File: config.mk
export PLATFORM = sky130hd
export DESIGN_NAME = sdcf_cmd_framer
export DESIGN_NICKNAME = d
export VERILOG_FILES = /design/src/rtl/sdcf_pkg.sv /design/src/rtl/sdcf_crc7.sv /design/src/rtl/sdcf_ctrl.sv /design/src/rtl/sdcf_byte_mux.sv /design/src/rtl/sdcf_cmd_framer.sv
export SDC_FILE = /design/constraint.sdc
export NUM_CORES = 1
export LEC_CHECK = 0
export BUFFER_PORTS_ARGS = -buffer_cell sky130_fd_sc_hd__buf_2
export CAP_MARGIN = 25
export CORE_AREA = 10 10 87 89
export DETAILED_ROUTE_END_ITERATION = 8
export DIE_AREA = 0 0 97 99
export PLACE_DENSITY = 0.83
export SLEW_MARGIN = 20
export SYNTH_ARGS = -nofsm -noshare
export SYNTH_HDL_FRONTEND = slang
export SYNTH_SLANG_ARGS = --single-unit
export TNS_END_PERCENT = 50
File: constraint.sdc
create_clock -name clk -period 2.85 [get_ports clk]
set_clock_uncertainty 0.15 [all_clocks]
set_input_delay 0.285 -clock clk [delete_from_list [all_inputs] [get_ports clk]]
set_output_delay 0.285 -clock clk [all_outputs]
set_load 0.02 [all_outputs]
File: src/rtl/sdcf_pkg.sv
package sdcf_pkg;
    localparam int CMD_W       = 6;
    localparam int ARG_W       = 32;
    localparam int CRC_W       = 7;
    localparam int HDR_BITS    = 2 + CMD_W + ARG_W;
    localparam int FRAME_BITS  = HDR_BITS + CRC_W + 1;
    localparam int FRAME_BYTES = FRAME_BITS / 8;
    localparam int BIT_CW      = $clog2(HDR_BITS);
    localparam int BYTE_CW     = $clog2(FRAME_BYTES);
    localparam logic [CRC_W-1:0] CRC_POLY = 7'h09;

    typedef enum logic [1:0] {
        ST_IDLE,
        ST_CRC,
        ST_SEND,
        ST_DONE
    } sdcf_state_e;
endpackage

File: src/rtl/sdcf_crc7.sv
module sdcf_crc7
    import sdcf_pkg::*;
(
    input  logic             clk,
    input  logic             rst_n,
    input  logic             clr_i,
    input  logic             en_i,
    input  logic             bit_i,
    output logic [CRC_W-1:0] crc_o
);
    logic [CRC_W-1:0] crc_q;
    logic             fb;

    assign fb = crc_q[CRC_W-1] ^ bit_i;

    always_ff @(posedge clk or negedge rst_n) begin
        if (!rst_n) begin
            crc_q <= '0;
        end else if (clr_i) begin
            crc_q <= '0;
        end else if (en_i) begin
            crc_q <= {crc_q[CRC_W-2:0], 1'b0} ^ (fb ? CRC_POLY : '0);
        end
    end

    assign crc_o = crc_q;

    // the register only moves while the CRC phase feeds it
    a_r3_crc_frozen: assert property (@(posedge clk) disable iff (!rst_n)
        (!clr_i && !en_i) |=> $stable(crc_q));
endmodule

File: src/rtl/sdcf_ctrl.sv
module sdcf_ctrl
    import sdcf_pkg::*;
(
    input  logic               clk,
    input  logic               rst_n,
    input  logic               start_i,
    input  logic               ready_i,
    output logic               capture_o,
    output logic               crc_en_o,
    output logic [BIT_CW-1:0]  bit_sel_o,
    output logic [BYTE_CW-1:0] byte_sel_o,
    output logic               first_o,
    output logic               last_o,
    output logic               valid_o,
    output logic               busy_o,
    output logic               done_o
);
    sdcf_state_e state_q, state_d;
    logic [BIT_CW-1:0]  bit_cnt_q;
    logic [BYTE_CW-1:0] byte_cnt_q;
    logic               bits_end;
    logic               byte_last;

    assign bits_end  = (bit_cnt_q == BIT_CW'(HDR_BITS - 1));
    assign byte_last = (byte_cnt_q == BYTE_CW'(FRAME_BYTES - 1));

    // state register
    always_ff @(posedge clk or negedge rst_n) begin
        if (!rst_n) begin
            state_q <= ST_IDLE;
        end else begin
            state_q <= state_d;
        end
    end

    // next state
    always_comb begin
        state_d = state_q;
        unique case (state_q)
            ST_IDLE: if (start_i)              state_d = ST_CRC;
            ST_CRC:  if (bits_end)             state_d = ST_SEND;
            ST_SEND: if (ready_i && byte_last) state_d = ST_DONE;
            ST_DONE:                           state_d = ST_IDLE;
            default:                           state_d = ST_IDLE;
        endcase
    end

    // counters
    always_ff @(posedge clk or negedge rst_n) begin
        if (!rst_n) begin
            bit_cnt_q  <= '0;
            byte_cnt_q <= '0;
        end else begin
            unique case (state_q)
                ST_IDLE: begin
                    bit_cnt_q  <= '0;
                    byte_cnt_q <= '0;
                end
                ST_CRC: begin
                    if (!bits_end) bit_cnt_q <= bit_cnt_q + 1'b1;
                end
                ST_SEND: begin
                    if (ready_i && !byte_last) byte_cnt_q <= byte_cnt_q + 1'b1;
                end
                ST_DONE: begin
                    byte_cnt_q <= '0;
                end
                default: ;
            endcase
        end
    end

    // outputs
    always_comb begin
        capture_o = 1'b0;
        crc_en_o  = 1'b0;
        valid_o   = 1'b0;
        busy_o    = 1'b0;
        done_o    = 1'b0;
        unique case (state_q)
            ST_IDLE: capture_o = start_i;
            ST_CRC: begin
                crc_en_o = 1'b1;
                busy_o   = 1'b1;
            end
            ST_SEND: begin
                valid_o = 1'b1;
                busy_o  = 1'b1;
            end
            ST_DONE: done_o = 1'b1;
            default: ;
        endcase
    end

    assign bit_sel_o  = bit_cnt_q;
    assign byte_sel_o = byte_cnt_q;
    assign first_o    = (byte_cnt_q == '0);
    assign last_o     = byte_last;

    // the send phase is entered only out of the CRC phase
    a_r5_send_after_crc: assert property (@(posedge clk) disable iff (!rst_n)
        $rose(valid_o) |-> $past(state_q) == ST_CRC);
    // done lasts one cycle and is followed by idle
    a_r7_done_pulse: assert property (@(posedge clk) disable iff (!rst_n)
        done_o |=> (!done_o && !busy_o && !valid_o));
    // capture never happens during a frame
    a_r8_no_restart: assert property (@(posedge clk) disable iff (!rst_n)
        (busy_o || done_o) |-> !capture_o);
endmodule

File: src/rtl/sdcf_byte_mux.sv
module sdcf_byte_mux
    import sdcf_pkg::*;
(
    input  logic [FRAME_BITS-1:0] frame_i,
    input  logic [BYTE_CW-1:0]    sel_i,
    output logic [7:0]            byte_o
);
    logic [7:0] lane [FRAME_BYTES];

    for (genvar g = 0; g < FRAME_BYTES; g++) begin : g_lane
        assign lane[g] = frame_i[(FRAME_BYTES - 1 - g) * 8 +: 8];
    end

    always_comb begin
        byte_o = '0;
        for (int i = 0; i < FRAME_BYTES; i++) begin
            if (sel_i == BYTE_CW'(i)) byte_o = lane[i];
        end
    end
endmodule

File: src/rtl/sdcf_cmd_framer.sv
module sdcf_cmd_framer
    import sdcf_pkg::*;
(
    input  logic        clk,
    input  logic        rst_n,
    input  logic        start_i,
    input  logic [5:0]  cmd_i,
    input  logic [31:0] arg_i,
    input  logic        byte_ready_i,
    output logic [7:0]  byte_o,
    output logic        byte_valid_o,
    output logic        busy_o,
    output logic        done_o
);
    logic [HDR_BITS-1:0]   hdr_q;
    logic                  capture;
    logic                  crc_en;
    logic [BIT_CW-1:0]     bit_sel;
    logic [BYTE_CW-1:0]    byte_sel;
    logic                  first_byte;
    logic                  last_byte;
    logic [CRC_W-1:0]      crc;
    logic [BIT_CW-1:0]     hdr_idx;
    logic                  hdr_bit;
    logic [FRAME_BITS-1:0] frame;

    always_ff @(posedge clk or negedge rst_n) begin
        if (!rst_n) begin
            hdr_q <= '0;
        end else if (capture) begin
            hdr_q <= {2'b01, cmd_i, arg_i};
        end
    end

    assign hdr_idx = BIT_CW'(HDR_BITS - 1) - bit_sel;
    assign hdr_bit = hdr_q[hdr_idx];
    assign frame   = {hdr_q, crc, 1'b1};

    sdcf_ctrl u_ctrl (
        .clk        (clk),
        .rst_n      (rst_n),
        .start_i    (start_i),
        .ready_i    (byte_ready_i),
        .capture_o  (capture),
        .crc_en_o   (crc_en),
        .bit_sel_o  (bit_sel),
        .byte_sel_o (byte_sel),
        .first_o    (first_byte),
        .last_o     (last_byte),
        .valid_o    (byte_valid_o),
        .busy_o     (busy_o),
        .done_o     (done_o)
    );

    sdcf_crc7 u_crc (
        .clk   (clk),
        .rst_n (rst_n),
        .clr_i (capture),
        .en_i  (crc_en),
        .bit_i (hdr_bit),
        .crc_o (crc)
    );

    sdcf_byte_mux u_mux (
        .frame_i (frame),
        .sel_i   (byte_sel),
        .byte_o  (byte_o)
    );

    // a stalled byte is held
    a_r6_hold: assert property (@(posedge clk) disable iff (!rst_n)
        (byte_valid_o && !byte_ready_i) |=> (byte_valid_o && $stable(byte_o)));
    // end bit of the closing byte
    a_r4_end_bit: assert property (@(posedge clk) disable iff (!rst_n)
        (byte_valid_o && last_byte) |-> byte_o[0]);
    // start and transmit bits of the opening byte
    a_r2_head_bits: assert property (@(posedge clk) disable iff (!rst_n)
        (byte_valid_o && first_byte) |-> byte_o[7:6] == 2'b01);
    // nothing is offered while idle
    a_r1_idle_quiet: assert property (@(posedge clk) disable iff (!rst_n)
        !busy_o |-> !byte_valid_o);
endmodule

==> results of run 1 <==
==> sequential cells by signal, summed over array words and instances (netlist names) <==
name,count
u_crc.crc_o,7
hdr_q,39
u_ctrl.state_q,2
u_ctrl.byte_sel_o,3
u_ctrl.bit_sel_o,6
==> layout make-up <==
| type | instances | area (µm²) |
|---|---|---|
| antenna | 1 | 2.50 |
| timing repair buffer | 101 | 723 |
| inverter | 11 | 41.3 |
| sequential | 57 | 1430 |
| tap | 75 | 93.8 |
| multi-input combinational | 298 | 1760 |
| clock inverter | 3 | 40.0 |
| fill | 399 | 1610 |
| clock buffer | 12 | 155 |
==> metal layers <==
layer | vias to the layer above | share of wire | global-route usage
met5 | - | 0 | 0
met4 | 0 | 0.024 | 0.0772
met3 | 31 | 0.076 | 0.0649
met2 | 152 | 0.48 | 0.312
met1 | 1502 | 0.42 | 0.226
li1 | 1495 | - | -
==> final timing paths <==
check                           cells after the start                 start                  end  slack (ns)
max in group asynchronous                           3                 rst_n            hdr_q[11]        1.91
min in group asynchronous                           3                 rst_n  u_ctrl.bit_sel_o[4]        0.33
worst max-delay path                               10  u_ctrl.byte_sel_o[1]            byte_o[0]        0.12
worst min-delay path                                3              arg_i[6]             hdr_q[6]        0.02
worst min register to register                      2              hdr_q[5]             hdr_q[5]        0.37
worst max register to register                      6   u_ctrl.bit_sel_o[0]       u_crc.crc_o[0]        0.41
==> stage by stage <==
step | power [µW] | cells | area [µm²]
2_1_floorplan | 2980 | 389 | 3270
3_3_place_gp | 3520 | 502 | 3600
3_5_place_dp | 3590 | 502 | 3600
4_1_cts | 4410 | 555 | 4180
5_1_grt | 4820 | 557 | 4240
6_report | 4520 | 558 | 4240
==> power by group <==
part	switching (µW)	internal (µW)	leakage (µW)
logic	1230	971	0.00126
registers	405	1160	0.000719
clock network	316	443	0.000102
total	1950	2570	0.00208
==> cell families (layout without fill, tap and decap cells) <==
kind of cell / after synthesis / count (layout) / share of synthesized area
DFF: 57 / 57 / 0.436
and+or+nand+nor: 197 / 197 / 0.243
adders and majority gates: 12 / 12 / 0.0459
AOI/OAI and AO/OA: 64 / 64 / 0.119
xor gates and xnor gates: 4 / 4 / 0.0107
buffers and inverters: 34 / 127 / 0.0417
muxes: 21 / 21 / 0.103
other: 0 / 1 / 0
==> what timing repair did <==
item / CTS / global route
gates cloned: 0 / 0
hold buffers: 38 / 0
setup endpoints to repair: 3 / 8
setup buffers: 0 / 2
endpoints found under the hold margin: 94 / 0
resized for setup: 1 / 8
==> synthesized netlist by cell type (2+ instances only) <==
cell / instances / area (µm²)
buf_1: 2 / 7.51
nand2b_1: 2 / 12.5
nor2_1: 28 / 105
o22ai_1: 2 / 12.5
mux2i_1: 12 / 120
a221oi_1: 8 / 70.1
xor2_1: 3 / 26.3
nand3_1: 6 / 30.0
a31oi_1: 2 / 12.5
nand3b_1: 7 / 52.6
clkbuf_1: 19 / 71.3
mux4_1: 4 / 105
or3_1: 2 / 12.5
mux4_2: 5 / 113
a21oi_1: 31 / 155
nand2_1: 147 / 552
dfrtp_1: 57 / 1430
ha_1: 12 / 150
inv_1: 10 / 37.5
o21ai_0: 13 / 65.1
==> worst reg2reg max path, cell delays in order (launching register included) <==
cell and delay, ns:
dfrtp_1 0.54, mux4_1 0.61, mux2i_1 0.18, nor2b_1 0.07, o311a_1 0.39, or3_1 0.37, nand3_1 0.07
==> impl_metrics.json, run 1 <==
{
  "vias": 3180,
  "syn_inst": 389,
  "hold_ws_ns": 0.0221,
  "clk_latency_ns": 0.35,
  "maxSlewViolCount": 0,
  "cts_root_buffer": "clkbuf_8",
  "syn_area_per_cell_um2": 8.40,
  "place_congestion": 0.952,
  "crit_chain": "inv_1 -> ha_4 -> buf_4 -> nand2_1 -> a21oi_1 -> a21oi_1 -> o21ai_0 -> o21ai_0 -> o21ai_0 -> buf_2",
  "finalSetupTns_ns": 0,
  "crit_fanout": 15,
  "start_util": 0.559,
  "final_layout_size_suffix_gt1_frac": 0.185,
  "synth_edf_count": 0,
  "numCtsBuffers": 9,
  "tritoncts": "built",
  "synth_ff_type": "dfrtp_1",
  "critical_path.most_common_cell": "o21ai_0",
  "setup_viol": 0,
  "synth_seq_area_share": 0.436,
  "row_count": 28,
  "critical_path_arrival_ns": 2.30,
  "die_x_um": 97,
  "viasPerCell": 5.70,
  "dieArea_um2": 9600,
  "fin_crit_ns": 2.73,
  "pre_cts_slack_ns": 0.322,
  "grt_max_degree": 33,
  "cp_top_family": "compound AO/OA/AOI/OAI gates",
  "synth_cell_types": 37,
  "async_reset_ff_frac": 1.00,
  "avgRoutedWirePerCell_um": 16.7,
  "cp-end-kind": "output port",
  "start_kind": "flip-flop",
  "critPathRequiredTime_ns": 2.41,
  "drtPass1Iterations": 5,
  "worst_slew_pin_slew_ns": 0.631,
  "final_common_cell": "nand2_1",
  "p_per_area_nw_per_um2": 1070,
  "die_h_um": 99,
  "htree_num_levels": 3,
  "syn_area_um2": 3270,
  "ioPinCount": 53,
  "fmax_ghz": 0.366,
  "clk_pin_slew_ns": 0.06,
  "worst-path-buf-inv": 3,
  "status": "complete, no violations",
  "slew_headroom": 0.577,
  "post-route-period-util": 0.958,
  "cap_violations": 0,
  "synthToLayoutAreaGrowth_pct": 29.8,
  "fin_nets": 532,
  "drtIter0Drc": 376,
  "final_cell_mix": "nand2_1, dfrtp_1, buf_2, dlygate4sd3_1, a21oi_1",
  "drcViolationCount": 0,
  "numPortBuffers": 52,
  "vdd.ir_drop.worst_mv": 0.688,
  "setup_ws_ns": 0.119,
  "ant_nets": 0,
  "cts.sinks": 57,
  "cp_slowest_cell": "dfrtp_1",
  "yosys_warnings": 0,
  "timing_worst_setup_path_type": "flip-flop to output port",
  "hold_path_class": "input pin to flip-flop",
  "grt_pass1_wl_um": 15000,
  "leakagePower_uw": 0.00208,
  "synth_seq_cells": 57,
  "grt.total_usage": 0.191,
  "routed_wl_um": 9320,
  "antenna_found_initial": 0,
  "finalHoldViolCount": 0,
  "coreArea_um2": 5850,
  "slowest_delay_ns": 0.43,
  "dp_hpwl_um": 6280,
  "grt.overflow.total": 0,
  "post-route-util": 0.725,
  "synth_fp_nets": 443,
  "cts_buffer_depth": 2,
  "grt_pass1_vias": 3100
}
(Power assumes the default switching activity.)
==> run 2: changes to the inputs <==
--- a/config.mk
+++ b/config.mk
@@ -8,6 +8,7 @@
 export BUFFER_PORTS_ARGS = -buffer_cell sky130_fd_sc_hd__buf_2
 export CAP_MARGIN = 25
 export CORE_AREA = 10 10 87 89
+export CTS_BUF_LIST = sky130_fd_sc_hd__clkbuf_16
 export DETAILED_ROUTE_END_ITERATION = 8
 export DIE_AREA = 0 0 97 99
 export PLACE_DENSITY = 0.83
==> run 2 against run 1 <==
  * Setup slack gained 0.021 ns
  * Utilization is 1.1 points lower
  * Sequential power about the same
  * Sequential cell count unchanged
  * Register-to-register slack barely moved
  * Non-clock buffer count is 13 lower
  * Clock power up 33%
  * Die area is the same
  * Via count decreased by 2.8%
  * Hold slack worse by 0.015 ns
  * Total power grew 4.4%
  * First-iteration DRC count shrank 3.5%
  * Critical path type unchanged
  * Largest cell class unchanged
  * Largest power group unchanged
  * Highest routed layer unchanged
==> impl_metrics.json, run 2 (synthesis results as in run 1) <==
{
  "status": "complete, no violations",
  "row_count": 28,
  "coreArea_um2": 5850,
  "grt_max_degree": 33,
  "p_per_area_nw_per_um2": 1130,
  "place_congestion": 0.952,
  "avgRoutedWirePerCell_um": 16.9,
  "numPortBuffers": 52,
  "slew_headroom": 0.575,
  "n_fill_cell": 426,
  "numCtsBuffers": 9,
  "hold_path_class": "input pin to flip-flop",
  "drtIter0Drc": 363,
  "cts.sinks": 57,
  "clk_pin_slew_ns": 0.05,
  "grt.total_usage": 0.194,
  "ioPinCount": 53,
  "die_h_um": 99,
  "tritoncts": "built",
  "setup_viol": 0,
  "largest_reg_flops": 39,
  "grt_pass1_wl_um": 15200,
  "dp_hpwl_um": 6280,
  "routed_wl_um": 9210,
  "critPathRequiredTime_ns": 2.41,
  "dieArea_um2": 9600,
  "start_util": 0.559,
  "cp_top_family": "buffers and inverters",
  "crit_fanout": 9,
  "grt.overflow.total": 0,
  "grt_pass1_vias": 3110,
  "leakagePower_uw": 0.00205,
  "maxSlewViolCount": 0,
  "clk_latency_ns": 0.33,
  "crit_chain": "inv_1 -> ha_2 -> buf_4 -> and2_1 -> a221oi_1 -> a21oi_1 -> buf_2",
  "worst_slew_pin_slew_ns": 0.634,
  "pre_cts_slack_ns": 0.322,
  "finalSetupTns_ns": 0,
  "fin_nets": 519,
  "finalHoldViolCount": 0,
  "timing_worst_setup_path_type": "flip-flop to output port",
  "synthToLayoutAreaGrowth_pct": 27.8,
  "fin_crit_ns": 2.71,
  "drtPass1Iterations": 5,
  "antenna_found_initial": 0,
  "viasPerCell": 5.68,
  "cap_violations": 0,
  "vias": 3090,
  "diodes": 0,
  "die_x_um": 97,
  "vdd.ir_drop.worst_mv": 0.634,
  "post-route-period-util": 0.951,
  "ant_nets": 0,
  "htree_num_levels": 3,
  "cts_buffer_depth": 2,
  "slowest_delay_ns": 0.45,
  "regArea_um2": 1430,
  "drcViolationCount": 0,
  "fmax_ghz": 0.369,
  "start_kind": "flip-flop",
  "final_cell_mix": "nand2_1, dfrtp_1, buf_2, a21oi_1",
  "cp-end-kind": "output port",
  "worst-path-buf-inv": 3,
  "setup_ws_ns": 0.140,
  "cts_root_buffer": "clkbuf_16",
  "critical_path_arrival_ns": 2.27,
  "final_common_cell": "nand2_1",
  "cp_slowest_cell": "dfrtp_1",
  "multi_input_area_um2": 1740,
  "regMostFlops": "hdr_q",
  "final_layout_size_suffix_gt1_frac": 0.181
}
## run 2: worst paths after layout
path	startpoint	endpoint	cells after the start	slack, ns
setup / recovery	u_ctrl.byte_sel_o[0]	byte_o[5]	7	0.14
hold / removal	cmd_i[2]	hdr_q[34]	3	0.007
setup reg to reg	u_ctrl.bit_sel_o[0]	u_crc.crc_o[0]	6	0.40
hold reg to reg	hdr_q[10]	hdr_q[10]	2	0.36
max in group asynchronous	rst_n	hdr_q[13]	3	1.89
min in group asynchronous	rst_n	u_ctrl.bit_sel_o[4]	3	0.35
## run 2: what timing repair did
action / 4_1_cts / 5_1_grt
hold endpoints to repair: 83 / 0
hold buffers: 27 / 0
resized for setup: 1 / 6
setup endpoints to repair: 2 / 7
setup buffers: 0 / 0
## run 2: cell type report
type | instances | share of cell area
clock buffer | 9 | 0.0539
clock inverter | 6 | 0.0123
inverter | 11 | 0.00989
multi-input combinational | 298 | 0.417
sequential | 57 | 0.342
tap | 75 | 0.0225
timing repair buffer | 88 | 0.143
## run 2: power by group
part	internal [µW]	switching (µW)	total (µW)
clock network	657	354	1010
logic	934	1210	2140
registers	1160	409	1570
## run 2: per-layer routing
layer / up-vias / GRT usage / share of wire / wire length (µm)
met5: - / 0 / 0 / 0
met1: 1443 / 0.228 / 0.41 / 3740
met2: 154 / 0.308 / 0.48 / 4430
met4: 0 / 0.108 / 0.032 / 297
li1: 1462 / - / - / -
met3: 31 / 0.0628 / 0.081 / 748
## run 2: through the flow
stage,std cells,util,hold slack (ns),power [µW],area [µm²]
after global placement,502,0.615,0.159,3520,3600
after floorplan,389,-,-0.161,2980,3270
final,544,0.714,0.00697,4720,4180
after detailed placement,502,0.615,0.164,3590,3600
after CTS,544,0.709,0.00244,4660,4150
after global routing,544,0.714,0.00158,5040,4180
## run 2: worst min-delay path, stage by stage
cell     delay, ns
buf_2         0.07
nand2_1       0.04
nand2_1       0.05
